File: src/rtl/sarSeqPkg.sv
package sarSeqPkg;
  localparam int RES_W = 10;
  localparam int IDX_W = $clog2(RES_W);

  typedef struct packed {
    logic             clearSar;
    logic             resolve;
    logic             trialOn;
    logic [IDX_W-1:0] bitIdx;
    logic             loadResult;
  } seqStrobe_t;

  function automatic int unsigned divRatio(input logic [2:0] code);
    return (code == 3'd0) ? 2 : (1 << code);
  endfunction
endpackage

File: src/rtl/sarSeqPrescale.sv
module sarSeqPrescale #(
  parameter int DIV_W = 7
) (
  input  logic       clk,
  input  logic       rstN,
  input  logic       run,
  input  logic [2:0] psCode,
  output logic       tick
);
  import sarSeqPkg::*;

  logic [DIV_W-1:0] divCnt;
  logic [DIV_W-1:0] divLimit;

  assign divLimit = DIV_W'(divRatio(psCode) - 1);
  assign tick     = run && (divCnt >= divLimit);

  always_ff @(posedge clk or negedge rstN) begin
    if (!rstN)          divCnt <= '0;
    else if (!run)      divCnt <= '0;
    else if (tick)      divCnt <= '0;
    else                divCnt <= divCnt + 1'b1;
  end

  // every ratio is at least two, so ticks never touch
  p_tick_gap_r9: assert property (@(posedge clk) disable iff (!rstN)
    tick |=> !tick);
endmodule

File: src/rtl/sarSeqCtrl.sv
module sarSeqCtrl #(
  parameter int NORM_CYC = 13,
  parameter int INIT_CYC = 25,
  parameter int CHAN_W   = 4
) (
  input  logic                    clk,
  input  logic                    rstN,
  input  logic                    wrEn,
  input  logic                    wrAddr,
  input  logic [7:0]              wrData,
  output logic [7:0]              rdData,
  input  logic                    tick,
  output logic                    divRun,
  output logic [2:0]              psCode,
  output logic [CHAN_W-1:0]       chanSel,
  output logic                    irq,
  output logic                    sampleStrobe,
  output logic                    doneStrobe,
  output sarSeqPkg::seqStrobe_t   strobe
);
  import sarSeqPkg::*;

  localparam int CYC_W = $clog2(INIT_CYC + 1);
  localparam logic [CYC_W-1:0] NORM_SAMP = CYC_W'(NORM_CYC - RES_W - 2);
  localparam logic [CYC_W-1:0] NORM_BIT0 = CYC_W'(NORM_CYC - RES_W - 1);
  localparam logic [CYC_W-1:0] NORM_BITN = CYC_W'(NORM_CYC - 2);
  localparam logic [CYC_W-1:0] NORM_LAST = CYC_W'(NORM_CYC - 1);
  localparam logic [CYC_W-1:0] INIT_SAMP = CYC_W'(INIT_CYC - RES_W - 2);
  localparam logic [CYC_W-1:0] INIT_BIT0 = CYC_W'(INIT_CYC - RES_W - 1);
  localparam logic [CYC_W-1:0] INIT_BITN = CYC_W'(INIT_CYC - 2);
  localparam logic [CYC_W-1:0] INIT_LAST = CYC_W'(INIT_CYC - 1);

  // register fields
  logic             enReg, autoReg, flagReg, ieReg;
  logic [2:0]       psReg;
  logic             busyReg, firstPend;
  logic [CHAN_W-1:0] chanReg, activeChan;
  logic [CYC_W-1:0] cycCnt;

  // decode
  logic ctrlWr, chanWr, enRise, startReq, abortReq;
  logic [CYC_W-1:0] sampAt, bit0At, bitNAt, lastAt;
  logic inBits, liveTick, doneTick, sampTick;

  assign ctrlWr   = wrEn && (wrAddr == 1'b0);
  assign chanWr   = wrEn && (wrAddr == 1'b1);
  assign enRise   = ctrlWr && wrData[7] && !enReg;
  assign startReq = ctrlWr && wrData[7] && wrData[6] && !busyReg;
  assign abortReq = ctrlWr && !wrData[7] && busyReg;

  assign sampAt = firstPend ? INIT_SAMP : NORM_SAMP;
  assign bit0At = firstPend ? INIT_BIT0 : NORM_BIT0;
  assign bitNAt = firstPend ? INIT_BITN : NORM_BITN;
  assign lastAt = firstPend ? INIT_LAST : NORM_LAST;

  assign liveTick = busyReg && tick && !abortReq;
  assign inBits   = (cycCnt >= bit0At) && (cycCnt <= bitNAt);
  assign sampTick = liveTick && (cycCnt == sampAt);
  assign doneTick = liveTick && (cycCnt == lastAt);

  // strobes toward the datapath
  always_comb begin
    strobe.clearSar   = sampTick;
    strobe.resolve    = liveTick && inBits;
    strobe.trialOn    = busyReg && inBits;
    strobe.bitIdx     = IDX_W'(bitNAt - cycCnt);
    strobe.loadResult = doneTick;
  end

  assign sampleStrobe = sampTick;
  assign doneStrobe   = doneTick;
  assign divRun       = busyReg;
  assign psCode       = psReg;
  assign chanSel      = activeChan;
  assign irq          = flagReg && ieReg;

  always_comb begin
    if (wrAddr == 1'b0) rdData = {enReg, busyReg, autoReg, flagReg, ieReg, psReg};
    else                rdData = 8'(chanReg);
  end

  // control/status fields
  always_ff @(posedge clk or negedge rstN) begin
    if (!rstN) begin
      enReg   <= 1'b0;
      autoReg <= 1'b0;
      ieReg   <= 1'b0;
      psReg   <= 3'd0;
    end else if (ctrlWr) begin
      enReg   <= wrData[7];
      autoReg <= wrData[5];
      ieReg   <= wrData[3];
      psReg   <= wrData[2:0];
    end
  end

  // flag: completion wins over a clear in the same cycle
  always_ff @(posedge clk or negedge rstN) begin
    if (!rstN)                       flagReg <= 1'b0;
    else if (doneTick)               flagReg <= 1'b1;
    else if (ctrlWr && wrData[4])    flagReg <= 1'b0;
  end

  // long first conversion marker
  always_ff @(posedge clk or negedge rstN) begin
    if (!rstN)         firstPend <= 1'b0;
    else if (enRise)   firstPend <= 1'b1;
    else if (doneTick) firstPend <= 1'b0;
  end

  // busy and period counter
  always_ff @(posedge clk or negedge rstN) begin
    if (!rstN) begin
      busyReg <= 1'b0;
      cycCnt  <= '0;
    end else begin
      if (abortReq)      busyReg <= 1'b0;
      else if (startReq) busyReg <= 1'b1;
      else if (doneTick) busyReg <= autoReg && enReg;

      if (!busyReg || doneTick || abortReq) cycCnt <= '0;
      else if (tick)                        cycCnt <= cycCnt + 1'b1;
    end
  end

  // channel: written value held, applied when idle or on completion
  always_ff @(posedge clk or negedge rstN) begin
    if (!rstN) begin
      chanReg    <= '0;
      activeChan <= '0;
    end else begin
      if (chanWr) chanReg <= wrData[CHAN_W-1:0];
      if (!busyReg || doneTick) activeChan <= chanReg;
    end
  end

  // active channel frozen inside a conversion
  p_chan_hold_r8: assert property (@(posedge clk) disable iff (!rstN)
    (busyReg && !doneTick) |=> $stable(chanSel));
  // completion always leaves the flag set
  p_done_flag_r10: assert property (@(posedge clk) disable iff (!rstN)
    doneTick |=> (rdData[4] || wrAddr));
  // disabling ends the conversion on the next clock
  p_abort_idle_r5: assert property (@(posedge clk) disable iff (!rstN)
    abortReq |=> !busyReg);
  // an accepted start makes the block busy
  p_start_busy_r4: assert property (@(posedge clk) disable iff (!rstN)
    startReq |=> busyReg);
  // single mode drops busy after completion
  p_single_stop_r6: assert property (@(posedge clk) disable iff (!rstN)
    (doneTick && !autoReg) |=> !busyReg);
  // sampling never coincides with a bit decision
  p_samp_not_bit_r11: assert property (@(posedge clk) disable iff (!rstN)
    sampTick |-> !strobe.resolve);
endmodule

File: src/rtl/sarSeqData.sv
module sarSeqData (
  input  logic                          clk,
  input  logic                          rstN,
  input  sarSeqPkg::seqStrobe_t         strobe,
  input  logic                          cmpIn,
  output logic [sarSeqPkg::RES_W-1:0]   dacCode,
  output logic [sarSeqPkg::RES_W-1:0]   resultData
);
  import sarSeqPkg::*;

  logic [RES_W-1:0] sarReg;
  logic [RES_W-1:0] trialBit;

  assign trialBit = RES_W'(1) << strobe.bitIdx;
  assign dacCode  = strobe.trialOn ? (sarReg | trialBit) : sarReg;

  always_ff @(posedge clk or negedge rstN) begin
    if (!rstN) begin
      sarReg     <= '0;
      resultData <= '0;
    end else begin
      if (strobe.clearSar)     sarReg <= '0;
      else if (strobe.resolve) sarReg[strobe.bitIdx] <= cmpIn;
      if (strobe.loadResult)   resultData <= sarReg;
    end
  end

  // at most one datapath action per clock
  p_strobe_excl_r11: assert property (@(posedge clk) disable iff (!rstN)
    $onehot0({strobe.clearSar, strobe.resolve, strobe.loadResult}));
  // decisions address a real result bit
  p_bit_range_r11: assert property (@(posedge clk) disable iff (!rstN)
    strobe.resolve |-> (int'(strobe.bitIdx) < RES_W));
endmodule

File: src/rtl/sarSeqTop.sv
module sarSeqTop #(
  parameter int NORM_CYC = 13,
  parameter int INIT_CYC = 25,
  parameter int CHAN_W   = 4,
  parameter int DIV_W    = 7
) (
  input  logic              clk,
  input  logic              rstN,
  input  logic              regWrEn,
  input  logic              regAddr,
  input  logic [7:0]        regWrData,
  output logic [7:0]        regRdData,
  input  logic              cmpIn,
  output logic [9:0]        dacCode,
  output logic [CHAN_W-1:0] chanSel,
  output logic              sampleStrobe,
  output logic              doneStrobe,
  output logic [9:0]        resultData,
  output logic              irq
);
  import sarSeqPkg::*;

  seqStrobe_t strobe;
  logic       tick, divRun;
  logic [2:0] psCode;

  sarSeqPrescale #(.DIV_W(DIV_W)) uPrescale (
    .clk(clk), .rstN(rstN), .run(divRun), .psCode(psCode), .tick(tick)
  );

  sarSeqCtrl #(.NORM_CYC(NORM_CYC), .INIT_CYC(INIT_CYC), .CHAN_W(CHAN_W)) uCtrl (
    .clk(clk), .rstN(rstN), .wrEn(regWrEn), .wrAddr(regAddr), .wrData(regWrData),
    .rdData(regRdData), .tick(tick), .divRun(divRun), .psCode(psCode),
    .chanSel(chanSel), .irq(irq), .sampleStrobe(sampleStrobe),
    .doneStrobe(doneStrobe), .strobe(strobe)
  );

  sarSeqData uData (
    .clk(clk), .rstN(rstN), .strobe(strobe), .cmpIn(cmpIn),
    .dacCode(dacCode), .resultData(resultData)
  );
endmodule

File: config.mk
export PLATFORM = sky130hd
export DESIGN_NAME = sarSeqTop
export DESIGN_NICKNAME = d
export VERILOG_FILES = /design/src/rtl/sarSeqPkg.sv /design/src/rtl/sarSeqPrescale.sv /design/src/rtl/sarSeqCtrl.sv /design/src/rtl/sarSeqData.sv /design/src/rtl/sarSeqTop.sv
export SDC_FILE = /design/constraint.sdc
export NUM_CORES = 1
export LEC_CHECK = 0
export ABC_AREA = 1
export CAP_MARGIN = 10
export CORE_MARGIN = 2
export CORE_UTILIZATION = 53
export DETAILED_ROUTE_END_ITERATION = 10
export GPL_ROUTABILITY_DRIVEN = 1
export GPL_TIMING_DRIVEN = 1
export PLACE_DENSITY = 0.8
export SLEW_MARGIN = 40
export SYNTH_ARGS = -nofsm -noshare
export SYNTH_HDL_FRONTEND = slang
export SYNTH_SLANG_ARGS = --single-unit
File: constraint.sdc
create_clock -name clk -period 2.7 [get_ports clk]
set_clock_uncertainty 0.15 [all_clocks]
set_input_delay 0.54 -clock clk [delete_from_list [all_inputs] [get_ports clk]]
set_output_delay 0.54 -clock clk [all_outputs]
set_load 0.02 [all_outputs]
==> metrics list <==
- The flow ran to the end, but the final reports show violations.
- Failing checks: setup timing
* Die X-Extent: 75.6 µm
- After synthesis the netlist holds a flip-flop and latch count of 49.
- Post-synth cell types: 26
- Peak ir drop on the vdd network: 0.319 mV
- Cell internal power was estimated by the tool at around 1.4 mW.
* Relative slew margins: 59.1%
- Setup violations remaining at the end of the flow were counted as 7.
- Mux contribution to synthesized area: 1.66%
- Among all flip-flop cells after synthesis, the most frequent one is sky130_fd_sc_hd__dfrtp_1.
- Signed area change from the synthesized netlist to the final layout: 37.7%
- The commonest cells after synthesis are sky130_fd_sc_hd__nand2_1, sky130_fd_sc_hd__dfrtp_1, sky130_fd_sc_hd__inv_1.
* Maximum number of pins on one net before global-route repair: 50
- Total clock buffers created by CTS: 5
- The worst path in the final design needs a cycle of 2750 ps, including I/O delays and setup.
* Setup crit end kind: output pin
- Of the cells placed in the final design, the portion with a size suffix greater than 1 is 21.8%.
- Worst Hold Slack: 173 ps
- The number of antenna violations at the first check in global routing came to 0.
- After detailed routing, the average wire length per cell comes to 13.7 µm.
- Clock insertion delay at the later pin of the skew report: 300 ps
- Summed over all layers, the global routing overflow is 0.
- Of the total power, the share spent switching nets is 30.6%.
- The detail route stage leaves a number of antenna-violating nets equal to 0.
* H-Tree Depth: 2
- Area contributors post-synth: sky130_fd_sc_hd__dfrtp_1, sky130_fd_sc_hd__nand2_1, sky130_fd_sc_hd__ha_1
* Layout Cell Area excl Fill: 3740 µm²
- Hold repair after CTS inserted 0 buffers.
* Cell type contributing the most total cell area after synthesis: sky130_fd_sc_hd__dfrtp_1
- In this run, placement finished with an instance count of between 400 and 500.
- Type of the worst setup path: reg -> out
- Summing all placed instances gives a cell area of between 3000 and 4000 µm².
* Simple-gate area share of the yosys netlist: 28.7%
- The first global-routing pass estimated 11,000 µm of wire.
- Crit share post-route: 102%
- The worst hold path belongs to the class in -> async.
- Category of the worst setup path launch point: flip-flop
- Routability-driven placement finished with a final weighted congestion of 0.882.
- Clock sinks: 49
* Proportion of power drawn by combinational gates: roughly 25%
* Warnings, synthesis: 0
* Mean cell area of the mapped netlist: 7.74 µm²
- Input and output buffers added on the ports amount to 47.
- In this run, the clock network consumes a little under a third of the power.
- Required time at the worst-slack endpoint: 2010 ps
* Post-synthesis instance area: 2720 µm²
- Violation count after the first detailed-routing iteration: 160
* TritonCTS clock tree: yes
- Synth Net Count: 379
* Dominant combinational cell family by area after synthesis: simple AND/OR/NAND/NOR gates
- Layout net count: 454
* Adder-cell share of the synthesized area: 6.91%
* Final cell count without fillers: 497
- Pwr Density: 532 nW/µm²
* First drt pass iteration count: 4
* Endpoint of the worst setup timing path: dacCode[6]
* Total net switching power: between 0.6 and 0.7 mW
- Timing startpoint of the critical path: uCtrl.firstPend
- Diodes inserted: 0
- Via-to-Cell Ratio: 5.11
- Sequential share of power: 44.3%
* Leakage power of the design: between 1.5 and 2 nW
- Of the post-synthesis cell area, the dominant cell type holds about 45%.
* HPWL reported at the end of detailed placement: 4580 µm
- The share of the Yosys chip area taken by registers is between 40% and 50%.
- Fraction of synthesis flops using an asynchronous set or reset pin: 100%
* Largest fanout of any net on the critical path: 5
* Unrepaired setup endpoints after global routing: true
* Die boundary height: 75.6 µm
- Data on the critical path arrives at its endpoint at 2060 ps.
- Counting along the longest clock path gives a buffer depth of 2.
- Max-cap violation count: 0
- Final routed wirelength across all metal layers: 6810 µm
- Final core utilization: roughly three quarters
- Global routing usage summed across all routing layers: ~25%
- Count of cells along the worst register-to-register path: 12
- Derived from the worst setup path, the maximum achievable clock frequency is 364 MHz.
* Slew @ Worst Pin: a little over 600 ps
- Counting every instance in the synthesized netlist gives between 300 and 400.
* Reg2Reg Capture Point: uData.sarReg[5]
- The max-slew violation total from the final report came to 0.
- Starting density of the core: 53.9%
* Vias after detailed routing: between 2,000 and 3,000
* Placement row count: 26
- During I/O placement, the number of pins put on the boundary was 48.
- FF-to-FF Start: uCtrl.psCode[2]
- The floorplan step defined a die boundary enclosing roughly 5700 µm².
- The total area inside the core boundary comes to 5040 µm².
- Once routing completed, OpenROAD measured the worst setup slack at -49.1 ps.
- Via count of the first global-routing pass: 2,341
* Root Buffer Master: sky130_fd_sc_hd__clkbuf_8
* Final routed DRC violation total: 0
- Setup slack on the worst flop-to-flop path: about 210 ps
- The synthesized netlist devotes 7.18% of its cell area to compound gates.
* Hold violation count in the final report: 0
* Clock transition at path regs: 90 ps
* Xor and xnor fraction of the mapped netlist area: 2.26%
* EDFF count, synth: 0
- The most common cell in the synthesized netlist is sky130_fd_sc_hd__nand2_1.
[critical path, cell delays in order (launching register included)]
cell and delay (ps):
sky130_fd_sc_hd__dfrtp_1 440, sky130_fd_sc_hd__inv_4 130, sky130_fd_sc_hd__ha_4 230, sky130_fd_sc_hd__or2_1 250
sky130_fd_sc_hd__nand2_2 110, sky130_fd_sc_hd__inv_2 70, sky130_fd_sc_hd__nor2_4 140, sky130_fd_sc_hd__nand2_1 100
sky130_fd_sc_hd__o21ai_1 140, sky130_fd_sc_hd__buf_4 150
[flip-flops by register name, indices dropped and copies added (netlist names), 3 cells and up]
name	count
uPrescale.divCnt	7
uCtrl.chanReg	4
uData.resultData	10
uData.sarReg	10
uCtrl.chanSel	4
uCtrl.psCode	3
uCtrl.cycCnt	5
[power by group through the flow]
stage	combinational [mW]	sequential (mW)	clock (mW)
after floorplan	0.236	0.906	0
after global placement	0.463	0.889	0
after detailed placement	0.477	0.891	0
after CTS	0.487	0.877	0.622
after global routing	0.542	0.891	0.655
final	0.496	0.881	0.613
[cell usage in the layout, fill, tap and decap left out, types with 2 or more instances in the layout]
master                            instances
sky130_fd_sc_hd__nand2_1                106
sky130_fd_sc_hd__dfrtp_1                 49
sky130_fd_sc_hd__inv_1                   42
sky130_fd_sc_hd__buf_4                   31
sky130_fd_sc_hd__clkdlybuf4s50_1         30
sky130_fd_sc_hd__nor2_1                  25
sky130_fd_sc_hd__o21ai_0                 21
sky130_fd_sc_hd__nand3_1                 20
sky130_fd_sc_hd__ha_1                    12
sky130_fd_sc_hd__buf_6                    9
sky130_fd_sc_hd__nand2_2                  7
sky130_fd_sc_hd__nand4_1                  7
sky130_fd_sc_hd__o21ai_2                  6
sky130_fd_sc_hd__xor2_1                   6
sky130_fd_sc_hd__nor2_2                   5
sky130_fd_sc_hd__inv_2                    5
sky130_fd_sc_hd__clkbuf_8                 5
sky130_fd_sc_hd__mux2_2                   4
sky130_fd_sc_hd__dlymetal6s2s_1           4
sky130_fd_sc_hd__a21oi_1                  3
sky130_fd_sc_hd__a21oi_2                  3
sky130_fd_sc_hd__nor2_4                   3
sky130_fd_sc_hd__o21ai_1                  3
sky130_fd_sc_hd__ha_4                     3
sky130_fd_sc_hd__bufinv_16                2
[per-layer routing]
metal  wire (µm)  track usage [%]  share of wire (%)
met4         172             9.55                2.5
met5           0                0                  0
met3         367             5.95                5.4
met2        3270             39.7                 48
met1        3000             34.3                 44
[cells by family after synthesis]
group | count (synthesis)
buffers and inverters | 55
muxes | 4
AOI/OAI and AO/OA | 38
DFF | 49
xor gates and xnor gates | 7
adders and majority gates | 15
and+or+nand+nor | 183
[how the worst min path moves through the flow]
stage / cells after the start / endpoint / start
floorplan: 0 / uCtrl.autoReg / rstN
global placement: 2 / uData.sarReg[3] / uData.sarReg[3]
detailed placement: 2 / uData.sarReg[7] / uData.sarReg[7]
CTS: 2 / uData.resultData[9] / rstN
global route: 2 / uData.resultData[7] / rstN
finish: 2 / uData.resultData[9] / rstN
[cell type report]
cell class              count  area, µm²
fillers                   345       1300
flip-flops and latches     49       1230
clock inverters             3       65.1
well taps                  70       87.6
clock buffers               5       68.8
inverters                  48        183
repair buffers             75        689
multi-input cells         247       1420
[through the flow]
step / setup WS (ps) / total power, mW / setup TNS (ps)
final: -49.1 / 1.99 / -173
after global routing: -160 / 2.09 / -1270
after CTS: -3.19 / 1.99 / -4.27
after detailed placement: -296 / 1.37 / -2620
after global placement: -240 / 1.35 / -2120
after floorplan: 100 / 1.14 / 0
[timing repair]
item,4_1_cts,5_1_grt
pin swaps,1,8
setup buffers,2,1
resized for setup,84,50
setup endpoints to repair,12,17
Note: power is estimated with default switching activity, not from simulation.
